**src/rtl/rli_pkg.sv**
```systemverilog
package rli_pkg;

    typedef enum logic [1:0] {
        CT_IDLE,
        CT_WAIT,
        CT_HOLD
    } ctl_state_e;

    typedef enum logic [1:0] {
        RX_HUNT,
        RX_TYPE,
        RX_DATA,
        RX_STOP
    } rx_state_e;

    localparam logic FRAME_CTRL = 1'b0;
    localparam logic FRAME_DATA = 1'b1;

endpackage

```
**src/rtl/rli_tx.sv**
```systemverilog
module rli_tx
    import rli_pkg::*;
#(
    parameter int PW = 8
) (
    input  logic          clk,
    input  logic          rst_n,
    input  logic          load_i,
    input  logic          abort_i,
    input  logic [PW-1:0] payload_i,
    output logic          ser_o,
    output logic          active_o
);

    localparam int FL = PW + 3;
    localparam int LW = $clog2(FL + 1);

    typedef struct packed {
        logic          active;
        logic [FL-1:0] sr;
        logic [LW-1:0] left;
    } tx_reg_t;

    tx_reg_t q, d;

    always_comb begin
        d = q;
        if (abort_i) begin
            d.active = 1'b0;
            d.left   = '0;
            d.sr     = '1;
        end else if (load_i && !q.active) begin
            d.active = 1'b1;
            d.sr     = {1'b1, payload_i, FRAME_CTRL, 1'b0};
            d.left   = LW'(FL);
        end else if (q.active) begin
            d.sr   = {1'b1, q.sr[FL-1:1]};
            d.left = q.left - LW'(1);
            if (q.left == LW'(1)) begin
                d.active = 1'b0;
            end
        end
    end

    always_ff @(posedge clk or negedge rst_n) begin
        if (!rst_n) begin
            q <= '{active: 1'b0, sr: '1, left: '0};
        end else begin
            q <= d;
        end
    end

    assign ser_o    = q.active ? q.sr[0] : 1'b1;
    assign active_o = q.active;


    tx_load_idle_chk: assert property (@(posedge clk) disable iff (!rst_n)
        load_i |-> !q.active);


    tx_start_low_chk: assert property (@(posedge clk) disable iff (!rst_n)
        (load_i && !abort_i) |=> (ser_o == 1'b0));


    tx_abort_idle_chk: assert property (@(posedge clk) disable iff (!rst_n)
        abort_i |=> ser_o);

endmodule

```
**src/rtl/rli_rx.sv**
```systemverilog
module rli_rx
    import rli_pkg::*;
#(
    parameter int DW = 18
) (
    input  logic          clk,
    input  logic          rst_n,
    input  logic          en_i,
    input  logic          rx_i,
    output logic          valid_o,
    output logic [DW-1:0] data_o
);

    localparam int IW = $clog2(DW);

    typedef struct packed {
        rx_state_e     st;
        logic [DW-1:0] sr;
        logic [IW-1:0] idx;
    } rx_reg_t;

    rx_reg_t q, d;
    logic    valid;

    always_comb begin
        d     = q;
        valid = 1'b0;
        if (!en_i) begin
            d.st = RX_HUNT;
        end else begin
            unique case (q.st)
                RX_HUNT: begin
                    if (!rx_i) begin
                        d.st = RX_TYPE;
                    end
                end
                RX_TYPE: begin
                    d.idx = '0;
                    d.st  = (rx_i == FRAME_DATA) ? RX_DATA : RX_HUNT;
                end
                RX_DATA: begin
                    d.sr = {rx_i, q.sr[DW-1:1]};
                    if (q.idx == IW'(DW - 1)) begin
                        d.st = RX_STOP;
                    end else begin
                        d.idx = q.idx + IW'(1);
                    end
                end
                RX_STOP: begin
                    d.st  = RX_HUNT;
                    valid = rx_i;
                end
                default: d.st = RX_HUNT;
            endcase
        end
    end

    always_ff @(posedge clk or negedge rst_n) begin
        if (!rst_n) begin
            q <= '{st: RX_HUNT, sr: '0, idx: '0};
        end else begin
            q <= d;
        end
    end

    assign valid_o = valid;
    assign data_o  = q.sr;


    rx_valid_en_chk: assert property (@(posedge clk) disable iff (!rst_n)
        valid_o |-> en_i);


    rx_stop_high_chk: assert property (@(posedge clk) disable iff (!rst_n)
        valid_o |-> rx_i);

endmodule

```
**src/rtl/rli_ctrl.sv**
```systemverilog
module rli_ctrl
    import rli_pkg::*;
#(
    parameter int CW      = 6,
    parameter int DW      = 18,
    parameter int TIMEOUT = 1024
) (
    input  logic            clk,
    input  logic            rst_n,
    input  logic            strobe_n_i,
    input  logic            rd_wr_i,
    input  logic            src_sel_i,
    input  logic            par_mode_i,
    input  logic [CW-1:0]   ctl_i,
    input  logic            cs_n_i,
    input  logic            tx_active_i,
    input  logic            rx_valid_i,
    input  logic [DW-1:0]   rx_data_i,
    output logic            tx_load_o,
    output logic            tx_abort_o,
    output logic [CW+1:0]   tx_payload_o,
    output logic            rx_en_o,
    output logic            busy_o,
    output logic [DW-1:0]   dbus_o,
    output logic            dbus_oe_o,
    output logic            proto_err_o,
    output logic            timeout_err_o
);

    localparam int SCLK_BIT = CW - 1;
    localparam int TW       = $clog2(TIMEOUT);

    typedef struct packed {
        ctl_state_e    st;
        logic          stb_prev;
        logic          sclk_prev;
        logic [TW-1:0] cnt;
        logic [DW-1:0] dout;
        logic          perr;
        logic          terr;
    } ctl_reg_t;

    ctl_reg_t q, d;
    logic     stb_fall, stb_rise, sclk_rise;
    logic     load, abort;
    logic [CW+1:0] payload;

    assign stb_fall  = q.stb_prev & ~strobe_n_i;
    assign stb_rise  = ~q.stb_prev & strobe_n_i;
    assign sclk_rise = ~q.sclk_prev & ctl_i[SCLK_BIT];

    always_comb begin
        d           = q;
        d.stb_prev  = strobe_n_i;
        d.sclk_prev = ctl_i[SCLK_BIT];
        d.perr      = 1'b0;
        d.terr      = 1'b0;
        load        = 1'b0;
        abort       = 1'b0;
        payload     = {src_sel_i, rd_wr_i, ctl_i};
        unique case (q.st)
            CT_IDLE: begin
                if (par_mode_i) begin
                    if (stb_fall && rd_wr_i && !tx_active_i) begin
                        load  = 1'b1;
                        d.st  = CT_WAIT;
                        d.cnt = '0;
                    end
                end else begin
                    payload = {cs_n_i, rd_wr_i, ctl_i};
                    if (sclk_rise && !src_sel_i && !tx_active_i) begin
                        load = 1'b1;
                    end
                end
            end
            CT_WAIT: begin
                if (!rd_wr_i) begin
                    abort  = 1'b1;
                    d.perr = 1'b1;
                    d.st   = CT_IDLE;
                end else if (rx_valid_i) begin
                    d.dout = rx_data_i;
                    d.st   = CT_HOLD;
                end else if (q.cnt == TW'(TIMEOUT - 1)) begin
                    abort  = 1'b1;
                    d.terr = 1'b1;
                    d.st   = CT_IDLE;
                end else begin
                    d.cnt = q.cnt + TW'(1);
                end
            end
            CT_HOLD: begin
                if (stb_rise) begin
                    d.st = CT_IDLE;
                end
            end
            default: d.st = CT_IDLE;
        endcase
    end

    always_ff @(posedge clk or negedge rst_n) begin
        if (!rst_n) begin
            q <= '{st: CT_IDLE, stb_prev: 1'b1, sclk_prev: 1'b1, cnt: '0,
                   dout: '0, perr: 1'b0, terr: 1'b0};
        end else begin
            q <= d;
        end
    end

    assign tx_load_o     = load;
    assign tx_abort_o    = abort;
    assign tx_payload_o  = payload;
    assign rx_en_o       = (q.st == CT_WAIT);
    assign busy_o        = (q.st == CT_WAIT);
    assign dbus_oe_o     = (q.st == CT_HOLD);
    assign dbus_o        = q.dout;
    assign proto_err_o   = q.perr;
    assign timeout_err_o = q.terr;


    no_reload_busy_chk: assert property (@(posedge clk) disable iff (!rst_n)
        busy_o |-> !tx_load_o);


    busy_oe_excl_chk: assert property (@(posedge clk) disable iff (!rst_n)
        !(busy_o && dbus_oe_o));


    oe_after_busy_chk: assert property (@(posedge clk) disable iff (!rst_n)
        $rose(dbus_oe_o) |-> $fell(busy_o));


    proto_abort_chk: assert property (@(posedge clk) disable iff (!rst_n)
        proto_err_o |-> $fell(busy_o));


    timeout_pulse_chk: assert property (@(posedge clk) disable iff (!rst_n)
        timeout_err_o |=> !timeout_err_o);


    spi_no_busy_chk: assert property (@(posedge clk) disable iff (!rst_n)
        (tx_load_o && !par_mode_i) |=> !busy_o);

endmodule

```
**src/rtl/rd_link_initiator.sv**
```systemverilog
module rd_link_initiator #(
    parameter int CW      = 6,
    parameter int DW      = 18,
    parameter int TIMEOUT = 1024
) (
    input  logic          clk,
    input  logic          rst_n,
    input  logic          strobe_n,
    input  logic          rd_wr,
    input  logic          src_sel,
    input  logic          par_mode,
    input  logic [CW-1:0] ctl,
    input  logic          cs_n,
    output logic [DW-1:0] dbus_out,
    output logic          dbus_oe,
    output logic          tx_ser,
    input  logic          rx_ser,
    output logic          busy,
    output logic          proto_err,
    output logic          timeout_err
);

    localparam int PW = CW + 2;

    logic          tx_load, tx_abort, tx_active;
    logic [PW-1:0] tx_payload;
    logic          rx_en, rx_valid;
    logic [DW-1:0] rx_data;

    rli_ctrl #(.CW(CW), .DW(DW), .TIMEOUT(TIMEOUT)) i_ctrl (
        .clk          (clk),
        .rst_n        (rst_n),
        .strobe_n_i   (strobe_n),
        .rd_wr_i      (rd_wr),
        .src_sel_i    (src_sel),
        .par_mode_i   (par_mode),
        .ctl_i        (ctl),
        .cs_n_i       (cs_n),
        .tx_active_i  (tx_active),
        .rx_valid_i   (rx_valid),
        .rx_data_i    (rx_data),
        .tx_load_o    (tx_load),
        .tx_abort_o   (tx_abort),
        .tx_payload_o (tx_payload),
        .rx_en_o      (rx_en),
        .busy_o       (busy),
        .dbus_o       (dbus_out),
        .dbus_oe_o    (dbus_oe),
        .proto_err_o  (proto_err),
        .timeout_err_o(timeout_err)
    );

    rli_tx #(.PW(PW)) i_tx (
        .clk       (clk),
        .rst_n     (rst_n),
        .load_i    (tx_load),
        .abort_i   (tx_abort),
        .payload_i (tx_payload),
        .ser_o     (tx_ser),
        .active_o  (tx_active)
    );

    rli_rx #(.DW(DW)) i_rx (
        .clk     (clk),
        .rst_n   (rst_n),
        .en_i    (rx_en),
        .rx_i    (rx_ser),
        .valid_o (rx_valid),
        .data_o  (rx_data)
    );

endmodule

```
**config.mk**
```make
export PLATFORM = sky130hd
export DESIGN_NAME = rd_link_initiator
export DESIGN_NICKNAME = d
export VERILOG_FILES = /design/src/rtl/rli_pkg.sv /design/src/rtl/rli_tx.sv /design/src/rtl/rli_rx.sv /design/src/rtl/rli_ctrl.sv /design/src/rtl/rd_link_initiator.sv
export SDC_FILE = /design/constraint.sdc
export NUM_CORES = 1
export LEC_CHECK = 0
export ABC_AREA = 1
export BUFFER_PORTS_ARGS = -buffer_cell sky130_fd_sc_hd__buf_4
export CAP_MARGIN = 20
export CORE_MARGIN = 2
export CORE_UTILIZATION = 40
export CTS_CLUSTER_DIAMETER = 150
export DETAILED_ROUTE_END_ITERATION = 16
export PLACE_DENSITY_LB_ADDON = 0.1
export SYNTH_ARGS = -nofsm -noshare
export SYNTH_HDL_FRONTEND = slang
export SYNTH_SLANG_ARGS = --single-unit
export TNS_END_PERCENT = 20
```
**constraint.sdc**
```tcl
create_clock -name clk -period 1.7 [get_ports clk]
set_input_delay 0.34 -clock clk [delete_from_list [all_inputs] [get_ports clk]]
set_output_delay 0.34 -clock clk [all_outputs]
set_load 0.01 [all_outputs]
```
==> results.py, run 1 <==
metrics = {
    "drt": {
        "route.met2.wl_um": 3345,
        "drc": 0,
        "postRouteAntennaNets": 0,
        "drt_iter0_drc": 88,
        "wl_met1_um": 3374,
        "routedWlPerCell_um": 11.61,
        "routed_wl_um": 6977,
        "vias": 2730,
        "drtPass1Iterations": 4,
        "vias_per_cell": 4.542,
        "met3_length_um": 219,
        "highest_layer": "met4",
    },
    "status": {
        "status": "completed",
    },
    "sta": {
        "timing.slew.headroom_pct": 77.75,
        "min_period_ps": 1623,
        "slew_viol_final": 0,
        "skew_ps": 17.12,
        "min_period_over_period_pct": 95.48,
        "timing_worst_slew_pin_value_ps": 333.8,
        "setup_violations": 0,
        "hold_viol": 0,
        "fin_ws_ps": 76.79,
        "clock.fmax_ghz": 0.6161,
        "rsz0062_at_grt": "true",
        "setup_tns_ps": 0,
    },
    "worst_setup_path": {
        "startpoint_type": "flip-flop",
        "cp_cell_sequence": "inv_4, or2_2, buf_4",
        "max_stage_delay_ps": 430,
        "required_ps": 1360,
        "cp-end-kind": "output port",
        "critPathKind": "reg2out",
        "cp_max_fo": 11,
        "cpMaxStageDelayCell": "dfrtp_2",
        "worstPathArrival_ps": 1280,
    },
    "synth": {
        "synth_edf_count": 0,
        "ys_warn_count": 0,
        "syn-num-nets": 457,
        "yosysUniqueCellTypes": 36,
        "syn_inst": 438,
        "async_flop_share_pct": 100.0,
        "netlist_area_um2": 3796,
        "synthFlopType": "dfrtp_1",
        "avgSynthCellArea_um2": 8.667,
        "yosys_register_bits": 75,
        "ys_seq_area_share_pct": 49.87,
    },
    "floorplanning": {
        "start_util_pct": 41.08,
        "ios": 37,
        "die_h_um": 101.4,
        "row_count": 35,
        "fp.dieArea_um2": 10290,
        "core_um2": 9240,
        "die_w_um": 101.4,
    },
    "global_route": {
        "grt_pass1_wl_um": 12430,
        "grt-ovfl-total": 0,
        "grt_max_degree": 33,
        "groute.usage.overall_pct": 15.34,
        "grt_pass1_vias": 2687,
        "antenna_found_initial": 0,
    },
    "clock_tree": {
        "cts_buffer_depth": 2,
        "clkLatencyLatePin_ps": 340,
        "clkTransAtPathRegs_ps": 80,
        "cts_tree": "built",
        "cts_num_sinks": 75,
        "cts-htree-levels": 3,
        "cts_root_buf": "clkbuf_8",
        "cts_made_buffers": 9,
    },
    "placement": {
        "dp_slack_ps": 99.52,
        "hpwl_um": 5014,
        "gp_congestion": 0.8047,
        "io_buffer_count": 36,
    },
    "final_layout": {
        "drive_gt1_share_pct": 26.91,
        "fillers": 927,
        "multi_input_area_um2": 1455,
        "fin_nets": 486,
        "syn2layout_area_growth_pct": 14.57,
        "diodes": 0,
        "seq_area_um2": 1894,
    },
    "power_and_ir_drop": {
        "power_density_nw_per_um2": 1083,
        "p_total_mw": 4.710,
        "leakagePower_nw": 2.154,
        "irDropWorstVdd_mv": 0.5684,
    },
    "hold_path": {
        "hold_class": "in2reg",
    },
    "run": {
        "cap_viol_max_count": 0,
    },
}
-- critical path: cells and delay by family (launching register included) --
family | cells | cell delay, ps
buffers and inverters | 2 | 230
flip-flops | 1 | 430
AND/OR/NAND/NOR | 1 | 280
-- timing repair --
action                     in CTS  in global routing
hold buffers                    1                  0
gates resized for setup         1                  3
hold endpoints to repair       21                  0
setup endpoints to repair       1                 11
setup buffers                   0                  2
-- where the power goes --
group	switching [mW]	total, mW	internal, mW
clock network	0.695	1.53	0.837
registers	0.125	2.19	2.07
logic	0.583	0.984	0.400
-- final cells by class --
cell class / instances / area share, %
Clock buffer: 9 / 2.848
Clock inverter: 7 / 2.273
Inverter: 58 / 5.121
Multi-Input combinational cell: 276 / 33.46
Sequential cell: 75 / 43.56
Tap cell: 129 / 3.711
Timing Repair Buffer: 47 / 9.033
-- cell families (layout without fill, tap and decap cells) --
family                   count (synthesis)  count (layout)  share of synthesized area, %
AND/OR/NAND/NOR                        206             206                         24.75
adder cells (fa/ha/maj)                  5               5                         1.648
buffers and inverters                   87             121                         12.00
AO/OA/AOI/OAI                           58              58                         10.12
XOR/XNOR                                 7               7                         1.615
flip-flops                              75              75                         49.87
-- metrics by stage --
| step | util [%] | cells | hold WS [ps] | area, µm² |
|---|---|---|---|---|
| finish | 47.07 | 601 | 127.6 | 4349 |
| global route | 47.07 | 601 | 109.6 | 4349 |
| CTS | 46.80 | 599 | 108.7 | 4324 |
| detailed placement | 44.27 | 582 | 267.4 | 4090 |
| global placement | 44.27 | 582 | 269.4 | 4090 |
| floorplan | - | 438 | 44.41 | 3796 |
-- registers in the layout (all words and copies together) (netlist names) --
signal	count
i_ctrl.dbus_o	18
i_ctrl.q	14
i_tx.active_o	1
i_rx.q	7
i_ctrl.proto_err_o	1
i_rx.data_o	18
i_ctrl.timeout_err_o	1
i_tx.q	15
-- synth_stat cells (8+ instances only) --
| master | count | area [µm²] |
|---|---|---|
| buf_4 | 19 | 142.6 |
| dfrtp_1 | 62 | 1551 |
| dfstp_2 | 13 | 341.6 |
| inv_1 | 53 | 198.9 |
| nand2_1 | 122 | 457.9 |
| nand2_2 | 9 | 56.30 |
| nand3_1 | 18 | 90.09 |
| nand4_1 | 8 | 50.05 |
| nor2_1 | 30 | 112.6 |
| o21ai_0 | 27 | 135.1 |
| o21ai_2 | 19 | 166.4 |
-- layout by cell type, fill, tap and decap left out, types with 2 or more instances in the layout --
| master | count |
|---|---|
| clkbuf_8 | 9 |
| dfrtp_1 | 61 |
| o21ai_0 | 27 |
| nand2_4 | 3 |
| nor2_4 | 5 |
| buf_4 | 43 |
| nand3_1 | 18 |
| nand3_2 | 4 |
| bufinv_16 | 2 |
| nor2_2 | 2 |
| a21oi_1 | 3 |
| inv_2 | 3 |
| inv_1 | 53 |
| nor2_1 | 29 |
| inv_6 | 2 |
| xor2_1 | 5 |
| or2_2 | 3 |
| ha_1 | 5 |
| xnor2_1 | 2 |
| dfstp_2 | 13 |
| a21boi_0 | 3 |
| nand4_1 | 8 |
| nand2_2 | 9 |
| o21ai_2 | 19 |
| buf_12 | 3 |
| nand2_1 | 122 |
| inv_4 | 2 |
-- path summary, 6_finish.rpt --
| path | from | slack, ps | cells past startpoint | endpoint |
|---|---|---|---|---|
| setup / recovery | i_tx.active_o | 80 | 3 | tx_ser |
| hold / removal | strobe_n | 130 | 1 | i_ctrl.q[31] |
| setup reg to reg | i_ctrl.q[21] | 160 | 8 | i_tx.q[0] |
| hold reg to reg | i_rx.data_o[14] | 480 | 2 | i_rx.data_o[13] |
| max in group asynchronous | rst_n | 720 | 3 | i_tx.q[14] |
| min in group asynchronous | rst_n | 450 | 2 | i_ctrl.q[26] |
-- routing by layer --
metal	vias up	track usage, %
met5	-	0
met4	0	5.613
met3	2	2.622
met2	38	25.17
met1	1279	20.46
li1	1411	-
(Power assumes the default switching activity.)
==> inputs of run 2 (changes only) <==
--- a/config.mk
+++ b/config.mk
@@ -12,7 +12,7 @@
 export CORE_UTILIZATION = 40
 export CTS_CLUSTER_DIAMETER = 150
 export DETAILED_ROUTE_END_ITERATION = 16
-export PLACE_DENSITY_LB_ADDON = 0.1
+export PLACE_DENSITY_LB_ADDON = 0.2
 export SYNTH_ARGS = -nofsm -noshare
 export SYNTH_HDL_FRONTEND = slang
 export SYNTH_SLANG_ARGS = --single-unit
==> run 2 against run 1 <==
  * Combinational power shrank 2.8%
  * Total power shrank 1.9%
  * Via count shrank 0.81%
  * Utilization shrank 0.28 points
  * Register-to-register slack is essentially flat
  * Clock skew shrank 9.2 ps
  * Clock power shrank 3%
  * Critical path depth is the same
  * Global-route usage shrank 0.68 points
  * Cell area shrank 0.60%
  * First-iteration DRC count shrank 16%
  * Flip-flop and latch count is the same
  * Critical path type unchanged
==> results.py, run 2 (synthesized netlist as in run 1, its figures left out) <==
metrics = {
    "drt": {
        "drtPass1Iterations": 6,
        "drt_iter0_drc": 74,
        "routed_wl_um": 6759,
        "vias_per_cell": 4.506,
        "drc": 0,
        "vias": 2708,
        "postRouteAntennaNets": 0,
        "routedWlPerCell_um": 11.25,
    },
    "global_route": {
        "grt-ovfl-total": 0,
        "groute.usage.overall_pct": 14.66,
        "grt_pass1_vias": 2572,
        "grt_max_degree": 38,
        "grt_pass1_wl_um": 11830,
        "antenna_found_initial": 0,
    },
    "placement": {
        "hpwl_um": 4844,
        "numPlacedInstances": 583,
        "gp_congestion": 0.8059,
        "io_buffer_count": 36,
    },
    "final_layout": {
        "seq_area_um2": 1894,
        "fin_cells": 601,
        "fin_nets": 486,
        "final_cell_mix": "122 x nand2_1, 61 x dfrtp_1, 53 x inv_1",
        "fillers": 914,
        "syn2layout_area_growth_pct": 13.88,
        "mostFrequentLayoutCell": "nand2_1",
        "drive_gt1_share_pct": 26.91,
        "multi_input_area_um2": 1450,
        "diodes": 0,
    },
    "clock_tree": {
        "cts_made_buffers": 9,
        "cts_buffer_depth": 2,
        "clkTransAtPathRegs_ps": 80,
        "cts-htree-levels": 3,
        "cts_root_buf": "clkbuf_8",
        "cts_tree": "built",
        "clkLatencyLatePin_ps": 340,
        "cts_num_sinks": 75,
    },
    "worst_setup_path": {
        "required_ps": 1360,
        "startpoint_type": "flip-flop",
        "cp_cell_sequence": "inv_2, or2_2, buf_4",
        "max_stage_delay_ps": 370,
        "worstPathArrival_ps": 1230,
        "crit_buf_inv": 2,
        "cpMaxStageDelayCell": "dfrtp_2",
        "path_delay_family": "flip-flops",
        "cp_max_fo": 11,
        "critPathKind": "reg2out",
        "cp-end-kind": "output port",
    },
    "floorplanning": {
        "core_um2": 9240,
        "ios": 37,
        "die_w_um": 101.4,
        "row_count": 35,
        "fp.dieArea_um2": 10290,
        "start_util_pct": 41.08,
        "die_h_um": 101.4,
    },
    "hold_path": {
        "hold_class": "in2reg",
    },
    "sta": {
        "clock.fmax_ghz": 0.6352,
        "hold_viol": 0,
        "slew_viol_final": 0,
        "min_period_over_period_pct": 92.60,
        "min_period_ps": 1574,
        "setup_violations": 0,
        "skew_ps": 7.929,
        "rsz0062_at_grt": "true",
        "timing.slew.headroom_pct": 80.82,
        "timing_worst_slew_pin_value_ps": 286.7,
        "whs_ps": 123.5,
    },
    "power_and_ir_drop": {
        "leakagePower_nw": 2.150,
        "power_density_nw_per_um2": 1069,
        "irDropWorstVdd_mv": 0.5350,
    },
    "status": {
        "status": "completed",
    },
    "run": {
        "cap_viol_max_count": 0,
    },
}
run 2: final cells by class:
cell class / instances / share of cell area (%)
clock buffer: 9 / 2.865
inverter: 58 / 5.094
multi-input combinational: 276 / 33.55
tap: 129 / 3.734
timing repair buffer: 47 / 8.799
clock inverter: 7 / 2.142
sequential: 75 / 43.82
run 2: what timing repair did:
action	4_1_cts	5_1_grt
gates cloned	0	0
setup buffers	0	1
hold buffers	1	0
endpoints found under the hold margin	16	0
pin swaps	0	0
setup endpoints to repair	1	7
resized for setup	1	1
run 2: worst reg2reg max path, stage by stage (launching register included):
cell     delay (ps)
dfrtp_1         410
inv_2            70
nor2_4          220
nand2_4         110
nor2_4          170
inv_4           130
nand2_4         200
inv_2            70
nor2_1          110
run 2: worst paths after layout:
| path | slack, ps | startpoint | depth (start not counted) | to |
|---|---|---|---|---|
| worst max-delay path | 130 | i_tx.active_o | 3 | tx_ser |
| worst min-delay path | 120 | strobe_n | 1 | i_ctrl.q[31] |
| worst max register to register | 150 | i_ctrl.q[32] | 8 | i_tx.q[1] |
| worst min register to register | 480 | i_rx.data_o[0] | 2 | i_ctrl.dbus_o[0] |
| max in group asynchronous | 730 | rst_n | 3 | i_rx.data_o[5] |
| min in group asynchronous | 410 | rst_n | 2 | i_rx.q[2] |
run 2: layer usage:
| metal | vias up | track usage [%] | wire length [µm] |
|---|---|---|---|
| met5 | - | 0 | 0 |
| met4 | 0 | 6.237 | 123 |
| met3 | 11 | 2.899 | 163 |
| met2 | 32 | 22.57 | 3016 |
| met1 | 1255 | 20.24 | 3455 |
| li1 | 1410 | - | - |
run 2: where the power goes:
| group | leakage (nW) | internal, mW | switching [mW] |
|---|---|---|---|
| Combinational | 1.05 | 0.380 | 0.577 |
| Clock | 0.113 | 0.823 | 0.656 |
| Sequential | 0.985 | 2.07 | 0.115 |
run 2: per-stage QoR:
stage	util, %	cell area, µm²	TNS [ps]	power (mW)	setup WS (ps)
4_1_cts	46.68	4313	0	4.663	21.39
6_report	46.78	4323	0	4.619	125.8
3_5_place_dp	44.21	4085	0	3.156	151.5
3_3_place_gp	44.21	4085	0	3.150	199.3
5_1_grt	46.78	4323	-51.36	4.941	-27.84
2_1_floorplan	-	3796	0	2.932	305.7
